`src/rtl/keyed_wdt_pkg.sv`:
```
package keyed_wdt_pkg;
  localparam int DATA_W = 32;

  localparam logic [7:0] OFF_COUNT   = 8'h00;
  localparam logic [7:0] OFF_RELOAD  = 8'h04;
  localparam logic [7:0] OFF_RESTART = 8'h08;
  localparam logic [7:0] OFF_CTRL    = 8'h0C;
  localparam logic [7:0] OFF_STATUS  = 8'h10;
  localparam logic [7:0] OFF_CLEAR   = 8'h14;
  localparam logic [7:0] OFF_PWIDTH  = 8'h18;

  localparam int ST_TIMEOUT = 0;
  localparam int ST_BOOT    = 1;
  localparam int ST_PRE     = 2;
  localparam int ST_W       = 3;

  typedef enum logic [1:0] {
    SCOPE_SOC  = 2'b00,
    SCOPE_CHIP = 2'b01,
    SCOPE_CPU  = 2'b10,
    SCOPE_SOC2 = 2'b11
  } scope_e;

  // low control byte, bit 7 down to bit 0
  typedef struct packed {
    logic   boot_sel;
    scope_e scope;
    logic   use_tick;
    logic   ext_en;
    logic   irq_en;
    logic   rst_en;
    logic   en;
  } ctrl_lo_t;
endpackage

```
`src/rtl/keyed_wdt_regs.sv`:
```
module keyed_wdt_regs
  import keyed_wdt_pkg::*;
#(
  parameter int          ADDR_W      = 8,
  parameter int          CNT_W       = 32,
  parameter int          THR_LSB     = 10,
  parameter int          PW_W        = 20,
  parameter logic [31:0] RESTART_KEY = 32'h0000_4755,
  parameter logic [31:0] RELOAD_RST  = 32'h0100_0000,
  parameter logic [31:0] PW_RST      = 32'h0000_00FF,
  localparam int         THR_W       = CNT_W - THR_LSB
) (
  input  logic              clk_i,
  input  logic              rst_ni,
  input  logic [ADDR_W-1:0] addr_i,
  input  logic              wr_i,
  input  logic [DATA_W-1:0] wdata_i,
  input  logic              rd_i,
  output logic [DATA_W-1:0] rdata_o,
  input  logic [CNT_W-1:0]  count_i,
  input  logic [ST_W-1:0]   status_i,
  output ctrl_lo_t          ctrl_o,
  output logic [THR_W-1:0]  thr_o,
  output logic [CNT_W-1:0]  reload_o,
  output logic [PW_W-1:0]   pwidth_o,
  output logic              restart_o,
  output logic              clear_o
);
  logic hit_reload, hit_restart, hit_ctrl, hit_clear, hit_pwidth;
  ctrl_lo_t         ctrl_q;
  logic [THR_W-1:0] thr_q;
  logic [CNT_W-1:0] reload_q;
  logic [PW_W-1:0]  pwidth_q;

  assign hit_reload  = wr_i && (addr_i == ADDR_W'(OFF_RELOAD));
  assign hit_restart = wr_i && (addr_i == ADDR_W'(OFF_RESTART));
  assign hit_ctrl    = wr_i && (addr_i == ADDR_W'(OFF_CTRL));
  assign hit_clear   = wr_i && (addr_i == ADDR_W'(OFF_CLEAR));
  assign hit_pwidth  = wr_i && (addr_i == ADDR_W'(OFF_PWIDTH));

  assign restart_o = hit_restart && (wdata_i == RESTART_KEY);
  assign clear_o   = hit_clear && wdata_i[0];

  always_ff @(posedge clk_i or negedge rst_ni) begin
    if (!rst_ni) begin
      ctrl_q   <= '0;
      thr_q    <= '0;
      reload_q <= RELOAD_RST[CNT_W-1:0];
      pwidth_q <= PW_RST[PW_W-1:0];
    end else begin
      if (hit_ctrl) begin
        ctrl_q <= ctrl_lo_t'(wdata_i[7:0]);
        thr_q  <= wdata_i[THR_LSB +: THR_W];
      end
      if (hit_reload) reload_q <= wdata_i[CNT_W-1:0];
      if (hit_pwidth) pwidth_q <= wdata_i[PW_W-1:0];
    end
  end

  always_comb begin
    rdata_o = '0;
    if (rd_i) begin
      if (addr_i == ADDR_W'(OFF_COUNT))  rdata_o = DATA_W'(count_i);
      if (addr_i == ADDR_W'(OFF_RELOAD)) rdata_o = DATA_W'(reload_q);
      if (addr_i == ADDR_W'(OFF_CTRL))
        rdata_o = DATA_W'(ctrl_q) | (DATA_W'(thr_q) << THR_LSB);
      if (addr_i == ADDR_W'(OFF_STATUS)) rdata_o = DATA_W'(status_i);
      if (addr_i == ADDR_W'(OFF_PWIDTH)) rdata_o = DATA_W'(pwidth_q);
    end
  end

  assign ctrl_o   = ctrl_q;
  assign thr_o    = thr_q;
  assign reload_o = reload_q;
  assign pwidth_o = pwidth_q;


  idle_read_zero_chk: assert property (@(posedge clk_i) disable iff (!rst_ni)
    !rd_i |-> rdata_o == '0);
endmodule

```
`src/rtl/keyed_wdt_core.sv`:
```
module keyed_wdt_core
  import keyed_wdt_pkg::*;
#(
  parameter int          CNT_W      = 32,
  parameter int          THR_LSB    = 10,
  parameter int          PW_W       = 20,
  parameter logic [31:0] RELOAD_RST = 32'h0100_0000,
  localparam int         THR_W      = CNT_W - THR_LSB
) (
  input  logic             clk_i,
  input  logic             rst_ni,
  input  logic             tick_i,
  input  ctrl_lo_t         ctrl_i,
  input  logic [THR_W-1:0] thr_i,
  input  logic [CNT_W-1:0] reload_i,
  input  logic [PW_W-1:0]  pwidth_i,
  input  logic             restart_i,
  output logic [CNT_W-1:0] count_o,
  output logic             expire_o,
  output logic             pre_hit_o,
  output logic             rst_soc_o,
  output logic             rst_chip_o,
  output logic             rst_cpu_o,
  output logic             ext_pulse_o
);
  logic             step;
  logic [CNT_W-1:0] count_q;
  logic             soc_q, chip_q, cpu_q;
  logic             ext_act_q;
  logic [PW_W-1:0]  ext_cnt_q;
  logic             scope_soc;

  assign step      = ctrl_i.use_tick ? tick_i : 1'b1;
  assign expire_o  = ctrl_i.en && step && (count_q == '0);
  assign pre_hit_o = ctrl_i.irq_en && ctrl_i.en
                     && (count_q[CNT_W-1:THR_LSB] == thr_i);
  assign scope_soc = (ctrl_i.scope == SCOPE_SOC) || (ctrl_i.scope == SCOPE_SOC2);

  always_ff @(posedge clk_i or negedge rst_ni) begin
    if (!rst_ni) begin
      count_q <= RELOAD_RST[CNT_W-1:0];
    end else if (restart_i || expire_o) begin
      count_q <= reload_i;
    end else if (ctrl_i.en && step) begin
      count_q <= count_q - CNT_W'(1);
    end
  end

  always_ff @(posedge clk_i or negedge rst_ni) begin
    if (!rst_ni) begin
      soc_q  <= 1'b0;
      chip_q <= 1'b0;
      cpu_q  <= 1'b0;
    end else begin
      soc_q  <= expire_o && ctrl_i.rst_en && scope_soc;
      chip_q <= expire_o && ctrl_i.rst_en && (ctrl_i.scope == SCOPE_CHIP);
      cpu_q  <= expire_o && ctrl_i.rst_en && (ctrl_i.scope == SCOPE_CPU);
    end
  end

  // external pulse lasts pwidth+1 steps
  always_ff @(posedge clk_i or negedge rst_ni) begin
    if (!rst_ni) begin
      ext_act_q <= 1'b0;
      ext_cnt_q <= '0;
    end else if (expire_o && ctrl_i.ext_en) begin
      ext_act_q <= 1'b1;
      ext_cnt_q <= pwidth_i;
    end else if (ext_act_q && step) begin
      if (ext_cnt_q == '0) ext_act_q <= 1'b0;
      else                 ext_cnt_q <= ext_cnt_q - PW_W'(1);
    end
  end

  assign count_o     = count_q;
  assign rst_soc_o   = soc_q;
  assign rst_chip_o  = chip_q;
  assign rst_cpu_o   = cpu_q;
  assign ext_pulse_o = ext_act_q;


  key_reload_chk: assert property (@(posedge clk_i) disable iff (!rst_ni)
    restart_i |=> count_o == $past(reload_i));

  halt_hold_chk: assert property (@(posedge clk_i) disable iff (!rst_ni)
    (!ctrl_i.en && !restart_i) |=> $stable(count_o));

  expire_reload_chk: assert property (@(posedge clk_i) disable iff (!rst_ni)
    expire_o |=> count_o == $past(reload_i));

  one_scope_chk: assert property (@(posedge clk_i) disable iff (!rst_ni)
    $onehot0({rst_soc_o, rst_chip_o, rst_cpu_o}));

  req_after_expiry_chk: assert property (@(posedge clk_i) disable iff (!rst_ni)
    (rst_soc_o || rst_chip_o || rst_cpu_o) |-> $past(expire_o));
endmodule

```
`src/rtl/keyed_wdt_status.sv`:
```
module keyed_wdt_status
  import keyed_wdt_pkg::*;
(
  input  logic            clk_i,
  input  logic            rst_ni,
  input  logic            expire_i,
  input  logic            boot_sel_i,
  input  logic            pre_hit_i,
  input  logic            clear_i,
  output logic [ST_W-1:0] status_o
);
  logic [ST_W-1:0] status_q, set_bits;

  always_comb begin
    set_bits             = '0;
    set_bits[ST_TIMEOUT] = expire_i;
    set_bits[ST_BOOT]    = expire_i && boot_sel_i;
    set_bits[ST_PRE]     = pre_hit_i;
  end

  // a new event beats a simultaneous clear
  always_ff @(posedge clk_i or negedge rst_ni) begin
    if (!rst_ni) status_q <= '0;
    else         status_q <= (clear_i ? '0 : status_q) | set_bits;
  end

  assign status_o = status_q;


  clear_wipes_chk: assert property (@(posedge clk_i) disable iff (!rst_ni)
    (clear_i && !expire_i && !pre_hit_i) |=> status_o == '0);

  irq_sticky_chk: assert property (@(posedge clk_i) disable iff (!rst_ni)
    (status_o[ST_PRE] && !clear_i) |=> status_o[ST_PRE]);

  boot_sticky_chk: assert property (@(posedge clk_i) disable iff (!rst_ni)
    (status_o[ST_BOOT] && !clear_i) |=> status_o[ST_BOOT]);
endmodule

```
`src/rtl/keyed_watchdog.sv`:
```
module keyed_watchdog
  import keyed_wdt_pkg::*;
#(
  parameter int          ADDR_W      = 8,
  parameter int          CNT_W       = 32,
  parameter int          THR_LSB     = 10,
  parameter int          PW_W        = 20,
  parameter logic [31:0] RESTART_KEY = 32'h0000_4755,
  parameter logic [31:0] RELOAD_RST  = 32'h0100_0000,
  parameter logic [31:0] PW_RST      = 32'h0000_00FF
) (
  input  logic              clk_i,
  input  logic              rst_ni,
  input  logic              tick_i,
  input  logic [ADDR_W-1:0] addr_i,
  input  logic              wr_i,
  input  logic [31:0]       wdata_i,
  input  logic              rd_i,
  output logic [31:0]       rdata_o,
  output logic              irq_o,
  output logic              rst_soc_o,
  output logic              rst_chip_o,
  output logic              rst_cpu_o,
  output logic              ext_pulse_o,
  output logic              boot_alt_o
);
  localparam int THR_W = CNT_W - THR_LSB;

  ctrl_lo_t         ctrl;
  logic [THR_W-1:0] thr;
  logic [CNT_W-1:0] reload, count;
  logic [PW_W-1:0]  pwidth;
  logic             restart, clear, expire, pre_hit;
  logic [ST_W-1:0]  status;

  keyed_wdt_regs #(
    .ADDR_W(ADDR_W), .CNT_W(CNT_W), .THR_LSB(THR_LSB), .PW_W(PW_W),
    .RESTART_KEY(RESTART_KEY), .RELOAD_RST(RELOAD_RST), .PW_RST(PW_RST)
  ) u_regs (
    .clk_i, .rst_ni, .addr_i, .wr_i, .wdata_i, .rd_i, .rdata_o,
    .count_i(count), .status_i(status), .ctrl_o(ctrl), .thr_o(thr),
    .reload_o(reload), .pwidth_o(pwidth), .restart_o(restart), .clear_o(clear)
  );

  keyed_wdt_core #(
    .CNT_W(CNT_W), .THR_LSB(THR_LSB), .PW_W(PW_W), .RELOAD_RST(RELOAD_RST)
  ) u_core (
    .clk_i, .rst_ni, .tick_i, .ctrl_i(ctrl), .thr_i(thr), .reload_i(reload),
    .pwidth_i(pwidth), .restart_i(restart), .count_o(count), .expire_o(expire),
    .pre_hit_o(pre_hit), .rst_soc_o, .rst_chip_o, .rst_cpu_o, .ext_pulse_o
  );

  keyed_wdt_status u_status (
    .clk_i, .rst_ni, .expire_i(expire), .boot_sel_i(ctrl.boot_sel),
    .pre_hit_i(pre_hit), .clear_i(clear), .status_o(status)
  );

  assign irq_o      = status[ST_PRE];
  assign boot_alt_o = status[ST_BOOT];
endmodule

```
`config.mk`:
```
export PLATFORM = sky130hd
export DESIGN_NAME = keyed_watchdog
export DESIGN_NICKNAME = d
export VERILOG_FILES = /design/src/rtl/keyed_wdt_pkg.sv /design/src/rtl/keyed_wdt_regs.sv /design/src/rtl/keyed_wdt_core.sv /design/src/rtl/keyed_wdt_status.sv /design/src/rtl/keyed_watchdog.sv
export SDC_FILE = /design/constraint.sdc
export NUM_CORES = 1
export LEC_CHECK = 0
export ABC_AREA = 1
export BUFFER_PORTS_ARGS = -buffer_cell sky130_fd_sc_hd__buf_2
export CAP_MARGIN = 5
export CORE_MARGIN = 1.5
export CORE_UTILIZATION = 47
export CTS_CLUSTER_DIAMETER = 60
export DETAILED_ROUTE_END_ITERATION = 7
export HOLD_SLACK_MARGIN = 0.1
export MAX_ROUTING_LAYER = met4
export PLACE_DENSITY = 0.63
export SLEW_MARGIN = 20
export SYNTH_ARGS = -nofsm -noshare
export SYNTH_HDL_FRONTEND = slang
export SYNTH_HIERARCHICAL = 1
export SYNTH_SLANG_ARGS = --single-unit
```
`constraint.sdc`:
```
create_clock -name clk_i -period 6.9 [get_ports clk_i]
set_input_delay 2.07 -clock clk_i [delete_from_list [all_inputs] [get_ports clk_i]]
set_output_delay 2.07 -clock clk_i [all_outputs]
set_load 0.02 [all_outputs]
```
==> flow_summary.toml <==
[worst_setup_path]
crit_path_start_kind = "input port"
reg2reg_slack_ns = 4.70
reg2regPathDepth = 9
crit_arrival_ns = 3.85
crit_start = "addr_i[1]"
cp-end-kind = "output port"
reg2reg_from = "u_regs/ctrl_o[4]$_DFFE_PN0P_"
cp_max_fo = 32
required_ns = 4.83
crit_type = "input port to output port"
r2r-end = "u_core/count_o[0]$_DFFE_PN0P_"
crit_path_end = "rdata_o[3]"

[clocking]
clk_pin_slew_ns = 0.06
post_cts_buffers = 0
h-tree-depth = 4
cts_tree = "done"
insertion_delay_ns = 0.43
numCtsBuffers = 17
clockBufferDepth = 2
hold_buffers = 0
clkSinkCount = 141
ctsResizeCount = 0
ctsRootBufferMaster = "clkbuf_16"

[drt]
wl_per_cell_um = 16.1
drt-total-wl_um = 25200
routed_via_density = 5.16
ant_nets = 0
drt_iter0_drc = 612
vias = 8048
first_pass_iters = 5
drc = 0

[min_path]
min-delay-path-class = "flip-flop to flip-flop"

[sta]
fin_crit_ns = 5.92
setup_violations = 0
fin_crit_sh = 0.858
finClkSkew_ns = 0.0149
fmax_mhz = 169
worstMarginPinSlew_ns = 0.882
hold_viol = 0
fin_setup_tns_ns = 0
slew_viol_final = 0
maxSlewHeadroom = 0.412
rsz0062_at_grt = "false"

[global_route]
grt_pass1_wl_um = 40800
grt_max_degree = 93
grt.total_usage = 0.273
antenna_found_initial = 0
overflow = 0
first_global_vias = 7661

[die]
die-area_mm2 = 0.0198
placementRows = 50
die_h_um = 141
io_pins = 83
die_w_um = 141
core_mm2 = 0.0186
start_util = 0.478

[job]
maxCapViolations = 0

[synthesis]
avgSynthCellArea_um2 = 7.12
ys_seq_area_frac = 0.398
ys_types = 42
syn_inst = 1251
synth_area_mm2 = 0.00891
yosys_warnings = 6
syn-num-nets = 1301
ys_ff_latch = 141

[placement]
hpwl_um = 18100
gp_congestion = 0.955
place_area_mm2 = 0.00934
numPlacedInstances = 1528
io_buffers = 82

[cells_and_area]
fin_area_mm2 = 0.0100
drive_above_1_share = 0.168
nFillCells = 1894
area_delta_synth_final_pct = 12.2
n_antenna_cell = 0
layoutNonFillerInstCount = 1561
postLayoutCoreUtil = 0.536
nNetsFinal = 1364

[outcome]
status = "finished, final reports clean"

[power]
p_per_area_mw_per_mm2 = 332
peakVddDrop_v = 0.000190
leakagePower_nw = 5.40
-- power breakdown --
part           switching, mW  internal [mW]  leakage, nW
Sequential             0.166          0.944         1.85
Combinational          0.776          0.439         3.25
Clock                  0.375          0.615        0.302
Total                   1.32           2.00         5.40
-- cell type report --
cell class / count / area, um^2 / area share
timing repair buffer: 85 / 452 / 0.0452
clock inverter: 14 / 193 / 0.0193
clock buffer: 18 / 439 / 0.0439
tap: 234 / 293 / 0.0293
sequential: 141 / 3540 / 0.354
multi-input combinational: 935 / 4560 / 0.457
inverter: 134 / 514 / 0.0514
-- cell families (layout without fill, tap and decap cells) --
family / count (synthesis) / in the layout / share of synthesized area
AO/OA/AOI/OAI: 119 / 119 / 0.0746
XOR/XNOR: 44 / 44 / 0.0433
adder cells (fa/ha/maj): 5 / 5 / 0.00702
buffers and inverters: 175 / 251 / 0.0908
flip-flops: 141 / 141 / 0.398
AND/OR/NAND/NOR: 767 / 767 / 0.387
-- cell usage in the layout, fill, tap and decap left out, types with 3 or more instances in the layout --
master,instances
o21ai_1,62
nand2_1,410
dfstp_2,10
nor4_1,7
nor2_4,8
clkinv_4,3
nand4_1,10
or2_2,4
o22ai_1,3
xor2_1,24
clkinvlp_4,3
nor2_8,4
nand2_4,9
a21oi_1,16
o21ai_0,19
nor2_2,11
nand3_2,8
clkbuf_16,17
xnor2_1,20
nand2_2,29
buf_2,81
nor2_1,152
inv_2,6
bufinv_16,4
ha_1,5
dfrtp_1,131
nor3_1,3
clkinv_2,4
o211ai_1,4
o21ai_2,10
nand3_1,107
inv_1,123
-- state kept, by name, summed over array words and instances, names as in the netlist --
name                count
u_core/count_o         32
u_regs/reload_o        32
u_regs/thr_o           22
u_core/ext_cnt_q       20
u_regs/pwidth_o        20
u_regs/ctrl_o           8
u_status/status_o       3
u_core/ext_pulse_o      1
u_core/rst_chip_o       1
u_core/rst_cpu_o        1
u_core/rst_soc_o        1
-- metrics by stage --
| stage | hold WS (ns) | total power [mW] | setup slack (ns) |
|---|---|---|---|
| 2_1_floorplan | 0.442 | 2.02 | 1.63 |
| 3_3_place_gp | 0.459 | 2.32 | 1.10 |
| 3_5_place_dp | 0.467 | 2.32 | 1.02 |
| 4_1_cts | 0.483 | 3.32 | 1.00 |
| 5_1_grt | 0.505 | 3.55 | 0.873 |
| 6_report | 0.476 | 3.31 | 0.983 |
-- critical path, stage by stage --
cell and delay, ns:
buf_2 0.11, nor2_1 0.17, nand2_1 0.15, nor2_4 0.67, nand2_1 0.13, nand3_1 0.14, nor2_1 0.04, nor2_1 0.14
buf_2 0.19
-- layer usage --
layer	GRT usage	vias up	part of all wire
met1	0.358	3786	0.46
met2	0.445	173	0.48
met4	0.0746	0	0.016
met3	0.0394	22	0.037
li1	-	4067	-
met5	-	-	0
-- cells in the mapped netlist, drive strengths merged --
cell type	count	share of area
o211ai	4	0.0034
xor2	24	0.024
a21oi	16	0.0090
a221oi	2	0.0020
nor4	7	0.0049
dfstp	10	0.030
clkbuf	6	0.0025
o21ai	91	0.055
dfrtp	131	0.37
buf	35	0.030
xnor2	20	0.020
o22ai	3	0.0021
clkinv	2	0.00098
nand2	448	0.20
inv	132	0.057
a211oi	1	0.00084
nand3b	1	0.00084
or2	4	0.0028
ha	5	0.0070
nand3	117	0.073
nor2	175	0.091
nor3	4	0.0028
and2	1	0.00070
a22o	2	0.0020
nand4	10	0.0070
-- worst min-delay path by stage --
| stage | start | to | depth (start not counted) |
|---|---|---|---|
| CTS | u_status/status_o[0]$_DFF_PN0_ | u_status/status_o[0]$_DFF_PN0_ | 2 |
| global route | u_regs/reload_o[24]$_DFFE_PN1P_ | u_regs/reload_o[24]$_DFFE_PN1P_ | 2 |
| detailed placement | u_status/status_o[0]$_DFF_PN0_ | u_status/status_o[0]$_DFF_PN0_ | 2 |
| floorplan | u_status/status_o[0]$_DFF_PN0_ | u_status/status_o[0]$_DFF_PN0_ | 2 |
| global placement | u_status/status_o[0]$_DFF_PN0_ | u_status/status_o[0]$_DFF_PN0_ | 2 |
| finish | u_status/status_o[0]$_DFF_PN0_ | u_status/status_o[0]$_DFF_PN0_ | 2 |
Power figures use the tool's default switching activity.
